**src/rtl/fiq_pkg.sv**
```systemverilog
package fiq_pkg;

  typedef enum logic [1:0] {
    SENSE_RISE = 2'd0,
    SENSE_FALL = 2'd1,
    SENSE_HIGH = 2'd2,
    SENSE_LOW  = 2'd3
  } sense_e;

  // Byte offsets inside the block's window
  localparam int unsigned OFF_SENSE  = 32'h000;
  localparam int unsigned OFF_HANDLR = 32'h080;
  localparam int unsigned OFF_FVEC   = 32'h104;
  localparam int unsigned OFF_MASK   = 32'h110;
  localparam int unsigned OFF_ENCMD  = 32'h120;
  localparam int unsigned OFF_DISCMD = 32'h124;

endpackage

```
**src/rtl/fiq_sync.sv**
```systemverilog
module fiq_sync #(
  parameter int STAGES = 2
) (
  input  logic clk,
  input  logic rst_n,
  input  logic d,
  output logic q
);

  logic [STAGES-1:0] chain_q;
  logic [STAGES-1:0] chain_d;

  always_comb begin
    chain_d[0] = d;
    for (int i = 1; i < STAGES; i++) begin
      chain_d[i] = chain_q[i-1];
    end
  end

  always_ff @(posedge clk or negedge rst_n) begin
    if (!rst_n) chain_q <= '0;
    else        chain_q <= chain_d;
  end

  assign q = chain_q[STAGES-1];

endmodule

```
**src/rtl/fiq_detect.sv**
```systemverilog
module fiq_detect
  import fiq_pkg::*;
(
  input  logic   clk,
  input  logic   rst_n,
  input  sense_e mode,
  input  logic   sample,
  input  logic   clr_req,
  output logic   pending
);

  logic prev_q, prev_d;
  logic latch_q, latch_d;
  logic rise, fall, edge_mode, hit;

  always_comb begin
    rise      = sample & ~prev_q;
    fall      = ~sample & prev_q;
    edge_mode = (mode == SENSE_RISE) || (mode == SENSE_FALL);
    hit       = ((mode == SENSE_RISE) && rise) || ((mode == SENSE_FALL) && fall);
    prev_d    = sample;
    latch_d   = latch_q;
    if (edge_mode && clr_req) latch_d = 1'b0;
    if (hit)                  latch_d = 1'b1;   // new edge beats the clear
    case (mode)
      SENSE_HIGH: pending = sample;
      SENSE_LOW:  pending = ~sample;
      default:    pending = latch_q;
    endcase
  end

  always_ff @(posedge clk or negedge rst_n) begin
    if (!rst_n) begin
      prev_q  <= 1'b0;
      latch_q <= 1'b0;
    end else begin
      prev_q  <= prev_d;
      latch_q <= latch_d;
    end
  end

  a_r9_read_clears: assert property (@(posedge clk) disable iff (!rst_n)
    (edge_mode && clr_req && !hit) |=> !latch_q);

  a_r11_edge_wins: assert property (@(posedge clk) disable iff (!rst_n)
    hit |=> latch_q);

  a_r4_level_keeps_latch: assert property (@(posedge clk) disable iff (!rst_n)
    !edge_mode |=> $stable(latch_q));

endmodule

```
**src/rtl/fiq_regs.sv**
```systemverilog
module fiq_regs
  import fiq_pkg::*;
#(
  parameter int ADDR_W = 12,
  parameter int DATA_W = 32
) (
  input  logic              clk,
  input  logic              rst_n,
  input  logic [ADDR_W-1:0] addr,
  input  logic [DATA_W-1:0] wdata,
  input  logic              we,
  input  logic              re,
  output logic [DATA_W-1:0] rdata,
  output sense_e            mode,
  output logic              enabled,
  output logic              clr_req
);

  localparam logic [ADDR_W-1:0] A_SENSE  = ADDR_W'(OFF_SENSE);
  localparam logic [ADDR_W-1:0] A_HANDLR = ADDR_W'(OFF_HANDLR);
  localparam logic [ADDR_W-1:0] A_FVEC   = ADDR_W'(OFF_FVEC);
  localparam logic [ADDR_W-1:0] A_MASK   = ADDR_W'(OFF_MASK);
  localparam logic [ADDR_W-1:0] A_ENCMD  = ADDR_W'(OFF_ENCMD);
  localparam logic [ADDR_W-1:0] A_DISCMD = ADDR_W'(OFF_DISCMD);

  sense_e            mode_q, mode_d;
  logic              en_q, en_d;
  logic [DATA_W-1:0] vec_q, vec_d;
  logic [DATA_W-1:0] rd_q, rd_d;
  logic              mapped;

  always_comb begin
    mode_d = mode_q;
    en_d   = en_q;
    vec_d  = vec_q;
    if (we) begin
      case (addr)
        A_SENSE:  mode_d = sense_e'(wdata[1:0]);
        A_HANDLR: vec_d  = wdata;
        A_ENCMD:  if (wdata[0]) en_d = 1'b1;
        A_DISCMD: if (wdata[0]) en_d = 1'b0;
        default: ;
      endcase
    end
  end

  always_comb begin
    mapped = 1'b1;
    case (addr)
      A_SENSE:           rd_d = DATA_W'(mode_q);
      A_HANDLR, A_FVEC:  rd_d = vec_q;
      A_MASK:            rd_d = DATA_W'(en_q);
      default: begin
        rd_d   = '0;
        mapped = 1'b0;
      end
    endcase
  end

  always_ff @(posedge clk or negedge rst_n) begin
    if (!rst_n) begin
      mode_q <= SENSE_RISE;
      en_q   <= 1'b0;
      vec_q  <= '0;
      rd_q   <= '0;
    end else begin
      mode_q <= mode_d;
      en_q   <= en_d;
      vec_q  <= vec_d;
      if (re) rd_q <= rd_d;
    end
  end

  assign rdata   = rd_q;
  assign mode    = mode_q;
  assign enabled = en_q;
  assign clr_req = re && (addr == A_FVEC);

  a_r6_enable_cmd: assert property (@(posedge clk) disable iff (!rst_n)
    (we && addr == A_ENCMD && wdata[0]) |=> enabled);

  a_r6_disable_cmd: assert property (@(posedge clk) disable iff (!rst_n)
    (we && addr == A_DISCMD && wdata[0]) |=> !enabled);

  a_r6_zero_no_effect: assert property (@(posedge clk) disable iff (!rst_n)
    (we && (addr == A_ENCMD || addr == A_DISCMD) && !wdata[0]) |=> $stable(enabled));

  a_r8_vector_readback: assert property (@(posedge clk) disable iff (!rst_n)
    (re && addr == A_FVEC) |=> rdata == $past(vec_q));

  a_r12_unmapped_zero: assert property (@(posedge clk) disable iff (!rst_n)
    (re && !mapped) |=> rdata == '0);

  a_r12_hold: assert property (@(posedge clk) disable iff (!rst_n)
    !re |=> $stable(rdata));

endmodule

```
**src/rtl/fast_irq_ctrl.sv**
```systemverilog
module fast_irq_ctrl
  import fiq_pkg::*;
#(
  parameter int ADDR_W      = 12,
  parameter int DATA_W      = 32,
  parameter int SYNC_STAGES = 2
) (
  input  logic              clk,
  input  logic              rst_n,
  input  logic [ADDR_W-1:0] bus_addr,
  input  logic [DATA_W-1:0] bus_wdata,
  input  logic              bus_we,
  input  logic              bus_re,
  output logic [DATA_W-1:0] bus_rdata,
  input  logic              fiq_src,
  output logic              fiq_req_n
);

  logic   rst_n_i;
  logic   src_s;
  logic   enabled, clr_req, pending;
  sense_e mode;

  // Reset asserts at once, releases after two clock edges
  fiq_sync #(.STAGES(2)) u_rst_sync (
    .clk(clk), .rst_n(rst_n), .d(1'b1), .q(rst_n_i)
  );

  fiq_sync #(.STAGES(SYNC_STAGES)) u_src_sync (
    .clk(clk), .rst_n(rst_n_i), .d(fiq_src), .q(src_s)
  );

  fiq_regs #(.ADDR_W(ADDR_W), .DATA_W(DATA_W)) u_regs (
    .clk(clk), .rst_n(rst_n_i), .addr(bus_addr), .wdata(bus_wdata),
    .we(bus_we), .re(bus_re), .rdata(bus_rdata), .mode(mode),
    .enabled(enabled), .clr_req(clr_req)
  );

  fiq_detect u_detect (
    .clk(clk), .rst_n(rst_n_i), .mode(mode), .sample(src_s),
    .clr_req(clr_req), .pending(pending)
  );

  assign fiq_req_n = ~(enabled & pending);

  a_r13_masked_high: assert property (@(posedge clk) disable iff (!rst_n_i)
    !enabled |-> fiq_req_n);

  a_r10_disable_releases: assert property (@(posedge clk) disable iff (!rst_n_i)
    $fell(enabled) |-> fiq_req_n);

endmodule

```
**config.mk**
```make
export PLATFORM = sky130hd
export DESIGN_NAME = fast_irq_ctrl
export DESIGN_NICKNAME = d
export VERILOG_FILES = /design/src/rtl/fiq_pkg.sv /design/src/rtl/fiq_sync.sv /design/src/rtl/fiq_detect.sv /design/src/rtl/fiq_regs.sv /design/src/rtl/fast_irq_ctrl.sv
export SDC_FILE = /design/constraint.sdc
export NUM_CORES = 1
export LEC_CHECK = 0
export ABC_AREA = 1
export BUFFER_PORTS_ARGS = -buffer_cell sky130_fd_sc_hd__buf_2
export CAP_MARGIN = 5
export CELL_PAD_IN_SITES_DETAIL_PLACEMENT = 0
export CELL_PAD_IN_SITES_GLOBAL_PLACEMENT = 1
export CORE_ASPECT_RATIO = 0.7
export CORE_MARGIN = 1
export CORE_UTILIZATION = 35
export CTS_CLUSTER_DIAMETER = 30
export DETAILED_ROUTE_END_ITERATION = 6
export PLACE_DENSITY = 0.69
export SYNTH_ARGS = -nofsm -noshare
export SYNTH_HDL_FRONTEND = slang
export SYNTH_SLANG_ARGS = --single-unit
```
**constraint.sdc**
```tcl
create_clock -name clk -period 3.2 [get_ports clk]
set_clock_uncertainty 0.1 [all_clocks]
set_input_delay 0.32 -clock clk [delete_from_list [all_inputs] [get_ports clk]]
set_output_delay 0.32 -clock clk [all_outputs]
set_load 0.01 [all_outputs]
```
==> run_results.csv <==
group,metric,value,unit
global_route,gr-total-overflow,0,
logic_synthesis,synthCells,344,
worst_setup_path,cp-start-kind,"input pin",
final_layout,multi_input_area,1080,um2
sta,final-hold-violation-count,0,
die,initial_utilization,0.370,
worst_setup_path,critPathCaptureType,"flop",
clock_tree,cts-root-buf,"clkbuf_16",
global_route,grt_pass1_vias,2255,
logic_synthesis,yosys_warnings,0,
worst_setup_path,crit_required,3.31,ns
sta,drv_slew,0,
drt,drtAntennaViolNets,0,
worst_setup_path,worstPathCellList,"buf_2, inv_2, nand2_4, nor2_4, and2_4, nand3_4, buf_4, nand2_2, o21ai_2",
logic_synthesis,synth.cell_area,3210,um2
place,post-dp-hpwl,4810,um
drt,wl,7060,um
final_layout,seq_area,1830,um2
final_layout,layout-drive-gt1-share,0.367,
hold_path,whs_path_depth,3,
clock_tree,clk_transition_reported_paths,0.05,ns
run,drv_cap,0,
sta,fin_crit_sh,0.597,
final_layout,final_common_cell,"nand2_1",
hold_path,hp-class,"input pin to flop",
drt,routed_via_density,4.34,
worst_setup_path,crit_fanout,55,
final_layout,area_growth,25.3,%
power_and_ir_drop,power_frac_seq,0.456,
sta,worst_slew_pin_slew,0.811,ns
power_and_ir_drop,power_frac_comb,0.046,
die,die_x,117,um
sta,finalSetupViolations,0,
final_layout,final_area,4030,um2
global_route,grt_pass1_wl,11100,um
worst_setup_path,rrSetupSlack,2.11,ns
clock_tree,holdBufCountCts,2,
logic_synthesis,yosysSeqAreaShare,0.569,
worst_setup_path,slowest_delay,0.57,ns
sta,period_needed,1.91,ns
place,gp_congestion,0.818,
final_layout,nets,475,
die,num_rows,28,
clock_tree,clock_path_buffers,2,
logic_synthesis,synth.distinct_cells,25,
logic_synthesis,ys_ff_latch,73,
global_route,track_usage,0.157,
place,place_area,3700,um2
worst_setup_path,crit_type,"input pin to flop",
logic_synthesis,syn_avg_cell_area,9.34,um2
clock_tree,tritoncts,"done",
clock_tree,cts_post_setup_buffers_inserted,0,
drt,drc,0,
sta,setup_tns,0,ns
power_and_ir_drop,intPower,0.00163,W
final_layout,fin_util,0.463,
final_layout,diodes,0,
status,outcome,"finished clean",
worst_setup_path,critPathLaunch,"bus_addr[0]",
sta,fmax,0.524,GHz
worst_setup_path,r2r_cells,1,
die,core,8690,um2
sta,slew_headroom,0.459,
global_route,grt_antenna_before_repair,0,
worst_setup_path,arrival,2.02,ns
clock_tree,cts.repair.resized,0,
drt,wl_per_cell,12.8,um
logic_synthesis,synth_fp_nets,393,
hold_path,min-delay-start,"bus_wdata[28]",
drt,drt-pass1-iter-count,5,
final_layout,nFillCells,919,
power_and_ir_drop,power.switching,0.000428,W
worst_setup_path,r2r-end,"u_regs.vec_q[15]",
worst_setup_path,crit_slowest_cell,"nand3_4",
clock_tree,clock_sink_count,73,
worst_setup_path,r2r-start,"u_rst_sync.chain_q[1]",
drt,drtIter0Drc,123,
die,die_h,82.2,um
global_route,grt_max_degree,56,
power_and_ir_drop,p_leak,2.29,nW
drt,via_count,2394,
hold_path,hold_end,"u_regs.vec_q[28]",
power_and_ir_drop,peakVddDrop,262,uV
clock_tree,cts_buffers,9,
clock_tree,clock_latency,0.33,ns
sta,grt_setup_unrepaired,"false",
clock_tree,cts_max_level,3,
place,io_buffers,81,
power_and_ir_drop,switching_share,0.208,
power_and_ir_drop,clkPwrFrac,0.498,
die,die_area,9570,um2
die,ios,82,
final_layout,final_cell_mix,"nand2_1 (99), buf_2 (81), dfrtp_1 (72), inv_1 (46), nand3_1 (35)",
power_and_ir_drop,power_density,512,nW/um2
through the flow:
stage	hold slack, ns	total power (W)	setup WS, ns	std cells
2_1_floorplan	-0.0756	0.00100	0.917	344
3_3_place_gp	0.00522	0.00105	0.988	533
3_5_place_dp	0.00527	0.00105	0.951	533
4_1_cts	0.121	0.00209	1.30	551
5_1_grt	0.130	0.00213	1.15	551
6_report	0.130	0.00206	1.29	551
layer usage:
metal | vias to the layer above | part of all wire | GRT usage
met5 | - | 0 | 0
met4 | 0 | 0.013 | 0.0577
met3 | 11 | 0.065 | 0.0482
met2 | 66 | 0.40 | 0.218
met1 | 1091 | 0.52 | 0.229
li1 | 1226 | - | -
power groups by stage:
stage | Combinational (W) | Sequential (W) | Clock [W]
floorplan | 0.0000397 | 0.000960 | 0
global placement | 0.0000964 | 0.000956 | 0
detailed placement | 0.0000970 | 0.000956 | 0
CTS | 0.0000991 | 0.000940 | 0.00105
global route | 0.000109 | 0.000941 | 0.00108
finish | 0.0000958 | 0.000939 | 0.00103
critical path, delay by kind of cell:
kind,cells,cell delay [ns]
AND/OR/NAND/NOR,5,1.01
AO/OA/AOI/OAI,1,0.05
buffers and inverters,3,0.62
cells in the mapped netlist (all sizes together):
| library cell | number | share of area |
|---|---|---|
| conb | 1 | 0.0012 |
| o211ai | 1 | 0.0023 |
| nor2 | 9 | 0.016 |
| inv | 50 | 0.058 |
| clkbuf | 6 | 0.0070 |
| o21ai | 37 | 0.095 |
| dfrtp | 73 | 0.57 |
| a32oi | 1 | 0.0027 |
| nand3 | 36 | 0.060 |
| o221ai | 1 | 0.0027 |
| o31ai | 1 | 0.0023 |
| nor3 | 1 | 0.0016 |
| buf | 10 | 0.029 |
| nand4 | 2 | 0.0039 |
| nand2 | 114 | 0.15 |
| and2 | 1 | 0.0027 |
flip-flops by register name, indices dropped and copies added, names as in the netlist:
register,count
u_regs.enabled,1
u_detect.prev_q,1
u_regs.mode,2
u_regs.rdata,32
u_detect.latch_q,1
u_rst_sync.chain_q,2
u_src_sync.chain_q,2
u_regs.vec_q,32
kinds of logic (layout without fill, tap and decap cells):
logic type,count (synthesis),in the layout,share of synthesized area
buf+inv,66,153,0.0946
other cells,1,1,0.00117
simple gates,163,163,0.231
flops,73,73,0.569
compound gates,41,41,0.105
area by class of cell:
class	instances	area share
repair buffers	87	0.116
clock buffers	14	0.0681
clock inverters	2	0.00870
well taps	120	0.0373
multi-input cells	205	0.269
flip-flops and latches	73	0.454
inverters	50	0.0466
worst max path at each step:
stage | to | slack (ns) | depth (start not counted)
after floorplan | u_detect.latch_q | 0.92 | 0
after global placement | u_regs.vec_q[7] | 0.99 | 9
after detailed placement | u_regs.vec_q[9] | 0.95 | 9
after CTS | u_regs.vec_q[7] | 1.30 | 9
after global routing | u_regs.vec_q[9] | 1.15 | 9
final | u_regs.vec_q[7] | 1.29 | 9
Power figures use the tool's default switching activity.
